## src/rtl/cecr_pkg.sv

```systemverilog
package cecr_pkg;

  typedef enum logic [3:0] {
    S_IDLE,
    S_START_LO,
    S_START_HI,
    S_BIT_LO,
    S_BIT_HI,
    S_ACK_DRV,
    S_ACK_WAIT,
    S_FINISH,
    S_ERR
  } rx_state_t;

  localparam int SLOTS_PER_BYTE = 10;
  localparam int EOM_SLOT       = 8;
  localparam int ACK_SLOT       = 9;
  localparam int NUM_LADDR      = 16;

endpackage

```

## src/rtl/cecr_line_sync.sv

```systemverilog
module cecr_line_sync (
  input  logic clk,
  input  logic rst_n,
  input  logic line_in,
  output logic line_s,
  output logic fall
);

  logic meta_q, sync_q, prev_q;

  always_ff @(posedge clk or negedge rst_n) begin
    if (!rst_n) begin
      meta_q <= 1'b1;
      sync_q <= 1'b1;
      prev_q <= 1'b1;
    end else begin
      meta_q <= line_in;
      sync_q <= meta_q;
      prev_q <= sync_q;
    end
  end

  assign line_s = sync_q;
  assign fall   = prev_q & ~sync_q;

endmodule

```

## src/rtl/cecr_us_timer.sv

```systemverilog
module cecr_us_timer #(
  parameter int TW = 16
) (
  input  logic          clk,
  input  logic          rst_n,
  input  logic          tick,
  input  logic          restart,
  output logic [TW-1:0] cnt
);

  logic [TW-1:0] cnt_q, cnt_d;
  logic          at_top;

  assign at_top = &cnt_q;

  always_comb begin
    cnt_d = cnt_q;
    if (restart)
      cnt_d = '0;
    else if (tick && !at_top)
      cnt_d = cnt_q + 1'b1;
  end

  always_ff @(posedge clk or negedge rst_n) begin
    if (!rst_n) cnt_q <= '0;
    else        cnt_q <= cnt_d;
  end

  assign cnt = cnt_q;

endmodule

```

## src/rtl/cecr_frame_store.sv

```systemverilog
module cecr_frame_store #(
  parameter int MAX_BYTES = 16,
  parameter int IDXW      = $clog2(MAX_BYTES + 1)
) (
  input  logic                   clk,
  input  logic                   rst_n,
  input  logic                   clr,
  input  logic                   wr,
  input  logic [IDXW-1:0]        wr_idx,
  input  logic [2:0]             wr_pos,
  input  logic                   wr_val,
  output logic [MAX_BYTES*8-1:0] data
);

  for (genvar g = 0; g < MAX_BYTES; g++) begin : g_byte
    logic [7:0] byte_q;
    logic       hit;

    assign hit = wr && (wr_idx == IDXW'(g));

    always_ff @(posedge clk or negedge rst_n) begin
      if (!rst_n)
        byte_q <= '0;
      else if (clr)
        byte_q <= '0;
      else if (hit)
        byte_q[wr_pos] <= wr_val;
    end

    assign data[8*g +: 8] = byte_q;
  end

endmodule

```

## src/rtl/cecr_frame_rx.sv

```systemverilog
module cecr_frame_rx
  import cecr_pkg::*;
#(
  parameter int TW              = 16,
  parameter int MAX_BYTES       = 16,
  parameter int START_LOW_MIN   = 3500,
  parameter int START_TOTAL_MAX = 4700,
  parameter int SAMPLE_AT       = 850,
  parameter int BIT_MIN         = 2050,
  parameter int BIT_MAX         = 2750,
  parameter int ACK_LOW         = 1500,
  parameter int ACK_DONE        = 1750,
  parameter int ERR_LOW         = 3600,
  localparam int IDXW           = $clog2(MAX_BYTES + 1)
) (
  input  logic                   clk,
  input  logic                   rst_n,
  input  logic                   tick_us,
  input  logic                   line_in,
  input  logic [NUM_LADDR-1:0]   addr_mask,
  output logic                   drive_low,
  output logic                   frame_valid,
  output logic [IDXW-1:0]        frame_len,
  output logic [MAX_BYTES*8-1:0] frame_data
);

  localparam logic [TW-1:0]   T_START_MIN = TW'(START_LOW_MIN);
  localparam logic [TW-1:0]   T_START_MAX = TW'(START_TOTAL_MAX);
  localparam logic [TW-1:0]   T_SAMPLE    = TW'(SAMPLE_AT);
  localparam logic [TW-1:0]   T_BIT_MIN   = TW'(BIT_MIN);
  localparam logic [TW-1:0]   T_BIT_MAX   = TW'(BIT_MAX);
  localparam logic [TW-1:0]   T_ACK_LOW   = TW'(ACK_LOW);
  localparam logic [TW-1:0]   T_ACK_DONE  = TW'(ACK_DONE);
  localparam logic [TW-1:0]   T_ERR_LOW   = TW'(ERR_LOW);
  localparam logic [IDXW-1:0] IDX_CAP     = IDXW'(MAX_BYTES);
  localparam logic [3:0]      SL_EOM      = 4'(EOM_SLOT);
  localparam logic [3:0]      SL_ACK      = 4'(ACK_SLOT);
  localparam logic [3:0]      DEST_BCAST  = 4'(NUM_LADDR - 1);

  // reset: asserted asynchronously, released on the clock
  logic rst_m, rst_sync_n;
  always_ff @(posedge clk or negedge rst_n) begin
    if (!rst_n) begin
      rst_m      <= 1'b0;
      rst_sync_n <= 1'b0;
    end else begin
      rst_m      <= 1'b1;
      rst_sync_n <= rst_m;
    end
  end

  logic          line_s, fall;
  logic [TW-1:0] cnt;

  cecr_line_sync i_sync (
    .clk     (clk),
    .rst_n   (rst_sync_n),
    .line_in (line_in),
    .line_s  (line_s),
    .fall    (fall)
  );

  cecr_us_timer #(.TW(TW)) i_timer (
    .clk     (clk),
    .rst_n   (rst_sync_n),
    .tick    (tick_us),
    .restart (fall),
    .cnt     (cnt)
  );

  rx_state_t       st, st_n;
  logic [3:0]      slot, slot_n;
  logic [IDXW-1:0] idx, idx_n;
  logic            eom, eom_n;
  logic [IDXW-1:0] len_q, len_n;
  logic            valid_q, valid_n;
  logic            st_clr, st_wr;

  logic [3:0]      dest;
  logic            ack_me;
  logic [IDXW-1:0] idx_inc;
  logic [3:0]      slot_inc;

  cecr_frame_store #(.MAX_BYTES(MAX_BYTES), .IDXW(IDXW)) i_store (
    .clk    (clk),
    .rst_n  (rst_sync_n),
    .clr    (st_clr),
    .wr     (st_wr),
    .wr_idx (idx),
    .wr_pos (3'd7 - slot[2:0]),
    .wr_val (line_s),
    .data   (frame_data)
  );

  assign dest     = frame_data[3:0];
  assign ack_me   = (dest != DEST_BCAST) && addr_mask[dest];
  assign idx_inc  = (idx >= IDX_CAP) ? idx : idx + 1'b1;
  assign slot_inc = slot + 4'd1;

  always_comb begin
    st_n    = st;
    slot_n  = slot;
    idx_n   = idx;
    eom_n   = eom;
    len_n   = len_q;
    valid_n = 1'b0;
    st_clr  = 1'b0;
    st_wr   = 1'b0;
    case (st)
      S_IDLE: begin
        if (fall) begin
          st_n   = S_START_LO;
          st_clr = 1'b1;
          slot_n = '0;
          idx_n  = '0;
          eom_n  = 1'b0;
          len_n  = '0;
        end
      end
      S_START_LO: begin
        if (line_s)
          st_n = (cnt < T_START_MIN) ? S_IDLE : S_START_HI;
      end
      S_START_HI: begin
        if (fall) begin
          st_n   = S_BIT_LO;
          slot_n = '0;
          idx_n  = '0;
        end else if (line_s && cnt > T_START_MAX) begin
          st_n = S_IDLE;
        end
      end
      S_BIT_LO: begin
        if (fall) begin
          st_n = S_ERR;
        end else if (cnt >= T_SAMPLE) begin
          st_n = S_BIT_HI;
          if (slot < SL_EOM) begin
            st_wr = (idx < IDX_CAP);
          end else if (slot == SL_EOM) begin
            eom_n = line_s;
            len_n = idx_inc;
          end
        end
      end
      S_BIT_HI: begin
        if (fall) begin
          if (cnt < T_BIT_MIN) begin
            st_n = S_ERR;
          end else if (slot == SL_ACK) begin
            st_n   = S_BIT_LO;
            slot_n = '0;
            idx_n  = idx_inc;
          end else begin
            slot_n = slot_inc;
            if (slot_inc == SL_ACK)
              st_n = ack_me ? S_ACK_DRV : S_ACK_WAIT;
            else
              st_n = S_BIT_LO;
          end
        end else if (line_s && cnt > T_BIT_MAX) begin
          st_n = S_IDLE;
        end
      end
      S_ACK_DRV: begin
        if (cnt >= T_ACK_LOW)
          st_n = S_ACK_WAIT;
      end
      S_ACK_WAIT: begin
        if (fall) begin
          st_n = S_ERR;
        end else if (cnt >= T_ACK_DONE) begin
          if (line_s && eom) begin
            st_n    = S_FINISH;
            valid_n = 1'b1;
          end else begin
            st_n = S_BIT_HI;
          end
        end
      end
      S_FINISH: begin
        if (cnt >= T_BIT_MIN)
          st_n = S_IDLE;
      end
      S_ERR: begin
        if (cnt >= T_ERR_LOW)
          st_n = S_IDLE;
      end
      default: st_n = S_IDLE;
    endcase
  end

  always_ff @(posedge clk or negedge rst_sync_n) begin
    if (!rst_sync_n) begin
      st      <= S_IDLE;
      slot    <= '0;
      idx     <= '0;
      eom     <= 1'b0;
      len_q   <= '0;
      valid_q <= 1'b0;
    end else begin
      st      <= st_n;
      slot    <= slot_n;
      idx     <= idx_n;
      eom     <= eom_n;
      len_q   <= len_n;
      valid_q <= valid_n;
    end
  end

  assign drive_low   = (st == S_ACK_DRV) || (st == S_ERR);
  assign frame_valid = valid_q;
  assign frame_len   = len_q;

endmodule

```

## config.mk

```make
export PLATFORM = sky130hd
export DESIGN_NAME = cecr_frame_rx
export DESIGN_NICKNAME = d
export VERILOG_FILES = /design/src/rtl/cecr_pkg.sv /design/src/rtl/cecr_line_sync.sv /design/src/rtl/cecr_us_timer.sv /design/src/rtl/cecr_frame_store.sv /design/src/rtl/cecr_frame_rx.sv
export SDC_FILE = /design/constraint.sdc
export NUM_CORES = 1
export LEC_CHECK = 0
export BUFFER_PORTS_ARGS = -buffer_cell sky130_fd_sc_hd__clkbuf_2
export CAP_MARGIN = 20
export CORE_UTILIZATION = 40
export DETAILED_ROUTE_END_ITERATION = 7
export HOLD_SLACK_MARGIN = 0.12
export PLACE_DENSITY_LB_ADDON = 0.05
export RECOVER_POWER = 25
export SYNTH_ARGS = -nofsm -noshare
export SYNTH_HDL_FRONTEND = slang
export SYNTH_SLANG_ARGS = --single-unit
```

## constraint.sdc

```tcl
create_clock -name clk -period 5.45 [get_ports clk]
set_input_delay 0.8175 -clock clk [delete_from_list [all_inputs] [get_ports clk]]
set_output_delay 0.8175 -clock clk [all_outputs]
set_load 0.02 [all_outputs]
```

==> metrics.md <==
| Metric | Value |
|---|---|
| Clk pin slew, worst setup/hold paths | `0.07 ns` |
| Net switching fraction of the power | `0.297` |
| Worst slew slack as a fraction of its limit | `-0.432` |
| Violations in the final reports | `max-capacitance violations, max-slew violations` |
| Post-synthesis register bit count | `169` |
| Fillers | `1,956` |
| VDD IR max | `230 µV` |
| Antenna violations before repair | `0` |
| # Post-CTS Setup Buffers | `0` |
| Hold-fix buffers, CTS | `0` |
| Area after detailed placement | `9420 µm²` |
| Post-Layout Cell Count | `1,261` |
| Fraction of final layout cells with drive strength greater than 1 | `0.276` |
| Final critical path time including I/O delays and setup | `3.46 ns` |
| Post-synthesis sequential area ratio | `0.499` |
| Vias | `6,938` |
| Tcrit/Tclk final | `0.635` |
| Crit path largest cell delay | `0.89 ns` |
| Average wire per cell in the routed design | `19.0 µm` |
| Library cell appearing most often on the critical path | `nor3_2` |
| Cell accounting for the most synthesized area | `dfrtp_1` |
| Fin area | `9980 µm²` |
| Chip width | `148 µm` |
| Remaining design rule violation count | `0` |
| Worst hold slack across all endpoints | `0.146 ns` |
| DP Wirelength | `16,400 µm` |
| Final Skew | `0.00985 ns` |
| Number of max-cap violations | `1` |
| Aggregate routed wire length | `24,000 µm` |
| Max Slew Vio Count | `51` |
| Post-cts gate resize count | `0` |
| Synthesized Nets | `885` |
| Num ports | `155` |
| Per-cell via count in the routed design | `5.50` |
| Total global-route track usage | `0.229` |
| Peak clock frequency supported by timing | `289 MHz` |
| Cell Rows | `52` |
| CTS tree | `done` |
| Number of optimization iterations in the first detailed-route pass | `5` |
| Power per unit of standard cell area | `310 nW/µm²` |
| Iteration-0 DRC Markers | `566` |
| Endpoint kind of the worst setup timing path | `register` |
| Area occupied by multi-input gates | `3980 µm²` |
| Synthesized area divided by synthesized cell count | `9.93 µm²` |
| Worst path slowest cell | `dfstp_1` |
| Setup total negative slack | `0 ns` |
| Data required time of the critical path | `5.76 ns` |
| Area added between synthesis and finish | `17.6%` |
| Transition time at the pin with the least slew margin | `2.15 ns` |
| Post-synth EDFFs | `0` |
| Core outline area | `20,500 µm²` |
| Die Y-Extent | `148 µm` |
| Max FO, Critical Path | `14` |
| Clock tree root driver cell | `clkbuf_16` |
| Via count of the first global-routing pass | `6,796` |
| Internal power consumption | `2.18 mW` |
| Area contributors post-synth | `dfrtp_1 49%, mux2_2 10%, a21oi_1 6.5%` |
| Cell chain of the critical path | `nand2b_1, nand3_1, nor3_2, nand2_1, nor3_2, a31oi_1, mux2_2` |
| Most numerous cell types in the synthesized netlist | `166 x dfrtp_1, 110 x a21oi_1, 79 x mux2_2, 78 x nand2_1, 70 x o21ai_0` |
| Total clock sinks | `169` |
| Portion of total power attributed to sequential cells | `0.459` |
| Leakage power summed over all cells | `4.60 nW` |
| Starting utilization of the core area | `0.414` |
| Tightest Hold Check Type | `primary input to asynchronous set/reset pin` |
| DIE AREA | `21,800 µm²` |
| Detail Route Antenna Nets | `0` |
| Wire length of the first global-routing pass | `38,600 µm` |
| WP buf/inv | `0` |
| Cell total after placement | `1,228` |
| Input/output buffers | `153` |
| Share of flip-flops with an asynchronous set or reset after synthesis | `1.00` |
| Area of all sequential standard cells | `4230 µm²` |
| CTS H-tree depth | `4` |
| Setup repair after global routing missed its margin | `no` |
| Gp weighted congestion | `0.838` |
| Share of the synthesized area in the top cell type | `0.489` |
| Mapped cell area | `8490 µm²` |
| Congestion Overflow GR | `0` |
| Commonest register cell after synthesis | `dfrtp_1` |
| Final Setup Violations | `0` |
| Clock latency on the worst-skew pair | `0.44 ns` |
| Data arrival time of the critical path | `3.78 ns` |
| Count of synthesis-stage warnings from yosys | `0` |
| Startpoint-to-endpoint class of the critical path | `register to register` |
| Most numerous cell in the Yosys netlist | `dfrtp_1` |
| Net Sw Power | `919 µW` |
| Gate power share | `0.158` |
| Critical path launch point type | `register` |
| Final core utilization | `0.487` |
| Maximum number of pins on one net before global-route repair | `88` |
| Nets | `1,008` |
| Crit path max-delay family | `simple AND/OR/NAND/NOR gates` |
| Number of antenna diodes | `0` |
| Synth cell types | `62` |
| Run status | `finished with violations` |
| Share of power burned in the clock network | `0.383` |
| Endpoints failing hold | `0` |
| Number of buffers added by the clock tree synthesis step | `17` |
| Buffers from clock root to sink, at most | `2` |
| Cells after synthesis | `855` |
## worst paths after layout
path / depth (start not counted) / startpoint / end / slack [ns]
setup / recovery: 7 / i_sync.line_s / i_store.g_byte[0].byte_q[3] / 1.99
hold / removal: 1 / rst_n / rst_m / 0.15
setup reg to reg: 7 / i_sync.line_s / i_store.g_byte[0].byte_q[3] / 1.99
hold reg to reg: 0 / rst_m / rst_sync_n / 0.35
max in group asynchronous: 1 / rst_sync_n / i_store.g_byte[5].byte_q[3] / 2.61
min in group clk: 0 / rst_m / rst_sync_n / 0.35
## per-stage QoR
stage	worst slack [ns]	power (mW)
2_1_floorplan	0.398	1.79
3_3_place_gp	2.22	1.94
3_5_place_dp	2.21	1.94
4_1_cts	2.19	3.13
5_1_grt	1.63	3.25
6_report	1.99	3.10
## power by group through the flow
stage               clock network [mW]  logic (mW)  registers [mW]
detailed placement                   0       0.494            1.45
CTS                               1.22       0.495            1.42
global placement                     0       0.489            1.45
global route                      1.26       0.546            1.44
finish                            1.19       0.488            1.42
floorplan                            0       0.306            1.49
## kinds of logic (layout without fill, tap and decap cells)
logic type	Yosys count	after routing	synth area share
flops	169	169	0.499
buf+inv	70	206	0.0337
xor+xnor	17	17	0.0175
mux	91	91	0.124
simple gates	258	258	0.150
other cells	1	1	0.000442
compound gates	239	239	0.161
fa+ha+maj	10	10	0.0147
## metal layers
layer / wire (µm) / global-route usage / vias to the layer above
met2: 10800 / 0.347 / 193
met4: 197 / 0.0593 / 0
met5: 0 / 0 / -
met1: 11500 / 0.330 / 3401
met3: 1430 / 0.0503 / 19
li1: - / - / 3325
## placed cells by master, fill, tap and decap left out, types with 5 or more instances in the layout
cell / count
dfrtp_1: 166
clkbuf_2: 137
a21oi_1: 110
mux2_2: 79
nand2_1: 78
o21ai_0: 70
nor2_1: 67
nand3_1: 23
nor3_1: 17
clkbuf_16: 17
clkbuf_1: 17
o211ai_1: 14
inv_1: 13
a31oi_1: 11
nand4_1: 11
xor2_1: 11
nor2b_1: 10
ha_1: 10
and3_1: 8
nand2b_1: 7
a32o_1: 7
buf_4: 7
xnor2_1: 6
mux2_1: 6
nor4_1: 5
clkbuf_8: 5
## final cells by class
type	count	share of cell area
clock buffer	23	0.0499
timing repair buffer	161	0.0811
sequential	169	0.424
clock inverter	9	0.00777
inverter	13	0.00489
multi-input combinational	616	0.398
tap	270	0.0338
## flip-flops by register name (all words and copies together) (netlist names)
register,count
eom,1
frame_valid,1
rst_sync_n,1
i_timer.cnt,16
rst_m,1
frame_len,5
st,4
slot,4
i_store.g_byte.byte_q,128
i_sync.meta_q,1
i_sync.prev_q,1
idx,5
i_sync.line_s,1
(Power assumes the default switching activity.)
